### src/rtl/sio_shift_unit.sv
module sio_shift_unit #(
  parameter int DATA_W = 8,
  parameter int DIV_W  = 8,
  localparam int CNT_W = $clog2(DATA_W)
) (
  input  logic              clk,
  input  logic              rst_n,
  input  logic              wr_en,
  input  logic [DATA_W-1:0] wr_data,
  output logic [DATA_W-1:0] rd_data,
  input  logic              use_ext_clk,
  input  logic              rdy_en,
  input  logic [DIV_W-1:0]  div_val,
  input  logic              irq_clr,
  input  logic              ext_sclk_i,
  input  logic              rx_i,
  output logic              sclk_o,
  output logic              tx_o,
  output logic              tx_oe_o,
  output logic              rdy_o,
  output logic              irq_o
);

  logic [2:0]        ext_sync;
  logic [1:0]        rx_sync;
  logic [DATA_W-1:0] sr;
  logic [CNT_W-1:0]  bit_cnt;
  logic [DIV_W-1:0]  div_cnt;
  logic              active, sclk_int, tx_q, rdy_q, irq_q, oe_q;

  wire ext_fall = ext_sync[2] & ~ext_sync[1];
  wire ext_rise = ~ext_sync[2] & ext_sync[1];
  wire tick_int = active & ~use_ext_clk & (div_cnt == div_val);
  wire fall_ev  = active & (use_ext_clk ? ext_fall : (tick_int & sclk_int));
  wire rise_ev  = active & (use_ext_clk ? ext_rise : (tick_int & ~sclk_int));
  wire last_bit = (bit_cnt == '0);
  wire done_ev  = rise_ev & last_bit;

  always_ff @(posedge clk or negedge rst_n) begin
    if (!rst_n) begin
      ext_sync <= '1;
      rx_sync  <= '0;
    end else begin
      ext_sync <= {ext_sync[1:0], ext_sclk_i};
      rx_sync  <= {rx_sync[0], rx_i};
    end
  end

  always_ff @(posedge clk or negedge rst_n) begin
    if (!rst_n) begin
      sr       <= '0;
      bit_cnt  <= '0;
      div_cnt  <= '0;
      active   <= 1'b0;
      sclk_int <= 1'b1;
      tx_q     <= 1'b0;
      rdy_q    <= 1'b1;
      oe_q     <= 1'b0;
    end else if (wr_en) begin
      sr       <= wr_data;
      bit_cnt  <= CNT_W'(DATA_W - 1);
      div_cnt  <= '0;
      active   <= 1'b1;
      sclk_int <= 1'b1;
      oe_q     <= 1'b1;
      if (rdy_en) rdy_q <= 1'b0;
    end else begin
      if (active && !use_ext_clk)
        div_cnt <= tick_int ? '0 : div_cnt + DIV_W'(1);
      if (tick_int) sclk_int <= ~sclk_int;
      if (fall_ev) begin
        tx_q  <= sr[0];
        rdy_q <= 1'b1;
      end
      if (rise_ev) begin
        sr <= {rx_sync[1], sr[DATA_W-1:1]};
        if (last_bit) begin
          active   <= 1'b0;
          sclk_int <= 1'b1;
          if (!use_ext_clk) oe_q <= 1'b0;
        end else begin
          bit_cnt <= bit_cnt - CNT_W'(1);
        end
      end
    end
  end

  always_ff @(posedge clk or negedge rst_n) begin
    if (!rst_n)       irq_q <= 1'b0;
    else if (done_ev) irq_q <= 1'b1;
    else if (irq_clr) irq_q <= 1'b0;
  end

  assign rd_data = sr;
  assign sclk_o  = sclk_int;
  assign tx_o    = tx_q;
  assign tx_oe_o = oe_q;
  assign rdy_o   = rdy_q;
  assign irq_o   = irq_q;

endmodule

### config.mk
export PLATFORM = sky130hd
export DESIGN_NAME = sio_shift_unit
export DESIGN_NICKNAME = d
export VERILOG_FILES = /design/src/rtl/sio_shift_unit.sv
export SDC_FILE = /design/constraint.sdc
export NUM_CORES = 1
export LEC_CHECK = 0
export BUFFER_PORTS_ARGS = -buffer_cell sky130_fd_sc_hd__buf_2
export CORE_MARGIN = 2
export CORE_UTILIZATION = 45
export DETAILED_ROUTE_END_ITERATION = 10
export PLACE_DENSITY_LB_ADDON = 0.15
export SYNTH_ARGS = -nofsm -noshare
export SYNTH_HDL_FRONTEND = slang
export SYNTH_SLANG_ARGS = --single-unit
export TNS_END_PERCENT = 100
### constraint.sdc
create_clock -name clk -period 7 [get_ports clk]
set_input_delay 0.7 -clock clk [delete_from_list [all_inputs] [get_ports clk]]
set_output_delay 0.7 -clock clk [all_outputs]
set_load 0.02 [all_outputs]
Word-level counts from Yosys, hierarchy flattened --
Cells that the tools add are included.
Operators by class: $add $sub $neg 2, multipliers 0, div/mod/pow operators 0, order comparisons 0, equal/unequal tests 4, shift operators 0, mux-type cells 26, bitwise logic cells 14, reduce and logical (&&, ||, !) cells 13
Operators with widths (count):
- $mux 8 | 5
- $mux 1 | 18
- $reduce_bool 2->1 | 5
- $and 1x1->1 | 9
- $mux 3 | 3
- $add 8x1->8 const B | 1
- $eq 8x8->1 | 1
- $reduce_and 2->1 | 4
- $not 1->1 | 5
- $ne 2x2->1 const B | 2
- $logic_not 3->1 | 1
- $reduce_and 3->1 | 1
- $sub 3x1->3 const B | 1
- $ne 2x1->1 const B | 1
- $logic_and 1x1->1 | 1
- $logic_not 1->1 | 1
Word-level totals: bits in registers 30, bits in latches 0, bits in writable memories 0, ROM bits 0, output and inout bits 13, word-level logic and storage cells 70, memories 0

Longest topological paths before layout --
word-level depth 8, gate-level depth with buffers 10, depth with buffers taken out 8

Worst setup path after synthesis --
Ideal clock, no wire load.
kind input -> register, start point input port use_ext_clk, end point register active, setup time 118 ps, arrival time 2423 ps, data required time 6882 ps, setup slack 4459 ps, cell stages on the path 10, buffers on the path 2, cells stage by stage and2b_2 > buf_6 > nand2_1 > nor3_4 > ha_1 > nor2b_1 > o21ai_2 > buf_6 > or2_4 > a21o_1
Between the ends: word-level cells in the longest chain between the ends 8
RTL lines:
- start, declared | line 11 | input logic use_ext_clk,
- $not 1->1 | line 33 | wire tick_int = active & ~use_ext_clk & (div_cnt == div_val);
- $and 1x1->1 (2 in a row) | line 33
- $and 1x1->1 | line 35 | wire rise_ev = active & (use_ext_clk ? ext_rise : (tick_int & ~sclk_int));
- $mux 1 * | line 35
- $and 1x1->1 * | line 35
- $reduce_bool 2->1 (no line) *
- $reduce_and 2->1 (no line) *
- end signal, assigned | line 54 | active <= 1'b0;
- end signal, assigned | line 63 | active <= 1'b1;
- end signal, assigned | line 78 | active <= 1'b0;
- end, declared | line 29 | logic active, sclk_int, tx_q, rdy_q, irq_q, oe_q;
Mark *: on every way between the ends. The rest lies on a longest branch, timed or not. A chain may end at the register's enable or synchronous reset.

Worst setup path in the final report --
start point input port use_ext_clk, end point register oe_q, in the netlist tx_oe_o
Between the ends: word-level cells in the longest chain between the ends 8
RTL lines:
- $not 1->1 | line 33
- $and 1x1->1 (2 in a row) | line 33
- $and 1x1->1 | line 35
- $mux 1 | line 35
- $and 1x1->1 | line 35
- $reduce_bool 2->1 (no line)
- $reduce_and 3->1 (no line) *
- end signal, assigned | line 58 | oe_q <= 1'b0;
- end signal, assigned | line 65 | oe_q <= 1'b1;
- end signal, assigned | line 80 | if (!use_ext_clk) oe_q <= 1'b0;
- end, declared | line 29
Marks and branches as above.

==> metrics.md <==
| Metric | Value |
|---|---|
| Critical path type | `in2reg` |
| Worst-path maximum fanout | `12` |
| Reg-to-reg slack, setup | `4430 ps` |
| Ys async rst share | `100%` |
| Flops & latches, synth | `30` |
| Post-CTS Repair Setup Buffers | `0` |
| TritonCTS buffer count | `5` |
| Total gr overflow | `0` |
| Yosys warns | `0` |
| Post-CTS Resized | `0` |
| WL/cell | `12.1 µm` |
| Status | `finished, final reports clean` |
| Core footprint | `3310 µm²` |
| Port bufs | `36` |
| Post-synth top cells | `dfrtp_1 (25), nand2_1 (14), o21ai_0 (10), xnor2_1 (9), mux2i_1 (8)` |
| Worst R2R Start | `active` |
| Worst clock skew | `10.3 ps` |
| Worst hold path type | `in2async` |
| Count leader, synth | `dfrtp_1` |
| H-tree depth | `2` |
| DRT Wirelength | `2710 µm` |
| Distinct cells, synth | `42` |
| DIE HEIGHT | `62.3 µm` |
| Met1 WL | `1310 µm` |
| Setup TNS | `0 ps` |
| DP Wirelength | `1930 µm` |
| Vias in the first global route | `1,116` |
| Placed cell count | `216` |
| DRT iter0 DRCs | `57` |
| Final hold vios | `0` |
| Pre-Repair DR Iteration Count | `4` |
| CP bufs+invs | `1` |
| Worst reg-to-reg path cell count | `8` |
| CP peak stage delay | `400 ps` |
| Period utilization | `37.8%` |
| PD cells | `232 nW/µm²` |
| Final Critical Period | `2650 ps` |
| Initial Utilization | `46.2%` |
| EDFF count, synth | `0` |
| N_diodes | `0` |
| Main flop type after synthesis | `dfrtp_1` |
| FF-to-FF End | `tx_oe_o` |
| Largest net degree at the start of global routing | `39` |
| Clock Sinks | `30` |
| Highest routed layer | `met4` |
| Vias per cell | `5.08` |
| DR WL met2 | `1210 µm` |
| Post-route ant nets | `0` |
| Syn Area/Cell | `10.9 µm²` |
| Crit path cell chain | `buf_2, and2b_2, nand2_1, nor3_4, ha_1, nor2b_1, o21ai_2, or3_1, a21o_1` |
| CP Data Arrival Time | `2890 ps` |
| Cell family with the largest share of critical-path delay | `simple AND/OR/NAND/NOR gates` |
| Final Non-Filler Cells | `224` |
| Pins Over Slew Limit | `0` |
| Peak supply drop | `0.163 mV` |
| Ports | `37` |
| Total die area | `3880 µm²` |
| First-pass GRT wire length | `4920 µm` |
| Num rows | `21` |
| Wire length on met3 | `139 µm` |
| GPL Wtd Cong | `0.785` |
| Slew headroom | `58.5%` |
| Root Driver | `clkbuf_4` |
| Final core utilization | `55.3%` |
| Max Cap Violations | `0` |
| Synthesized Nets | `169` |
| Layout cell share with drive strength beyond 1 | `30.3%` |
| Worst Path Required | `7240 ps` |
| Via count | `1,139` |
| Comb power frac | `11.8%` |
| Internal power | `0.326 mW` |
| Post-synth top area cell | `dfrtp_1` |
| Crit-path slowest cell | `or3_1` |
| FMAX | `378 MHz` |
| Syn-to-layout area delta | `19.5%` |
| Critical path endpoint category | `flip-flop` |
| CTS Hold Bufs | `0` |
| Leak Pwr | `0.883 nW` |
| Startpoint types | `primary input` |
| NetSw | `0.0983 mW` |
| Sequential-to-total area share from yosys stat | `49.5%` |
| Clock-pin slew on the worst setup and hold paths | `100 ps` |
| RSZ-0062 raised after global routing | `no` |
| Tot GR Track Use | `16.2%` |
| Cells after Synth | `140` |
| Clock Latency Late Sink | `330 ps` |
| Residual DRC | `0` |
| Synth top area share | `40.9%` |
| Hold Slack | `357 ps` |
| CTS tree | `built` |
| Worst slew pin tran | `622 ps` |
| Clock tree buffer depth | `2` |
| Antenna violations before repair | `0` |
| Die Width | `62.3 µm` |
| Cell area after synthesis | `1530 µm²` |
| # nets final | `206` |
| Ranking of synthesized cells by area | `dfrtp_1 (41%), dfstp_2 (8.6%), mux2i_1 (5.2%)` |
| Sw frac | `23.2%` |
| Final setup fails | `0` |
| Sequential share of power | `45.1%` |
| Clock power share | `43.1%` |
area by class of cell:
cell class	instances	area [µm²]
multi-input combinational	98	701
clock inverter	2	60.1
fill	311	1480
sequential	30	757
tap	46	57.6
timing repair buffer	36	180
inverter	6	22.5
clock buffer	6	51.3
how the worst max path moves through the flow:
| stage | slack, ps | endpoint | from | cells after the start |
|---|---|---|---|---|
| finish | 4350 | tx_oe_o | use_ext_clk | 9 |
| global route | 4180 | tx_oe_o | use_ext_clk | 9 |
| detailed placement | 4000 | tx_oe_o | use_ext_clk | 9 |
| floorplan | 4460 | active | use_ext_clk | 10 |
| global placement | 4080 | tx_oe_o | use_ext_clk | 9 |
| CTS | 4370 | tx_oe_o | use_ext_clk | 9 |
flip-flops by register name, summed over array words and instances, names as in the netlist:
signal and flops:
sclk_o 1, rd_data 8, bit_cnt 3, rdy_o 1
tx_oe_o 1, active 1, div_cnt 8, rx_sync 2
tx_o 1, irq_o 1, ext_sync 3
metal layers:
metal | track usage [%] | vias up
met5 | 0 | -
met4 | 7.78 | 0
met3 | 5.07 | 7
met2 | 25.0 | 23
met1 | 20.7 | 543
li1 | - | 566
per-stage QoR:
stage / instance area, µm² / worst slack (ps) / power, mW
6_report: 1830 / 4350 / 0.424
2_1_floorplan: 1530 / 4460 / 0.226
3_3_place_gp: 1720 / 4080 / 0.244
5_1_grt: 1830 / 4180 / 0.448
3_5_place_dp: 1720 / 4000 / 0.246
4_1_cts: 1830 / 4370 / 0.431
power by group through the flow:
stage          Sequential, mW  Combinational, mW  Clock [mW]
2_1_floorplan           0.202             0.0238           0
3_3_place_gp            0.194             0.0500           0
3_5_place_dp            0.195             0.0510           0
4_1_cts                 0.192             0.0513       0.189
5_1_grt                 0.193             0.0564       0.198
6_report                0.191             0.0501       0.183
worst reg2reg max path: stages, from the launching register on:
cell and delay (ps):
dfrtp_1 460, and2b_2 270, nand2_1 150, nor3_4 370, ha_1 200, nor2b_1 220, o21ai_2 230, or3_1 400
a21o_1 180
logic make-up (layout without fill, tap and decap cells):
family	Yosys count	count (layout)	synth area share (%)
adders and majority gates	5	5	4.09
DFF	30	30	49.5
and+or+nand+nor	42	42	15.6
xor gates and xnor gates	14	14	8.01
AOI/OAI and AO/OA	28	28	12.1
muxes	9	9	5.97
buffers and inverters	12	50	4.74
layout by cell type (no fill, tap or decap), types with 2 or more instances in the layout:
master	n
a21o_1	3
a21oi_1	2
and3b_1	2
buf_2	36
bufinv_16	2
clkbuf_4	5
dfrtp_1	25
dfstp_2	5
ha_1	5
inv_1	6
mux2i_1	8
nand2_1	14
nand2b_1	3
nand3_1	2
nand3b_1	2
nand4_1	2
nor2_1	2
nor3_1	5
o2111ai_1	4
o21ai_0	10
o31ai_1	2
xnor2_1	9
xor2_1	5
No activity file was read; power rests on OpenSTA's default activity.
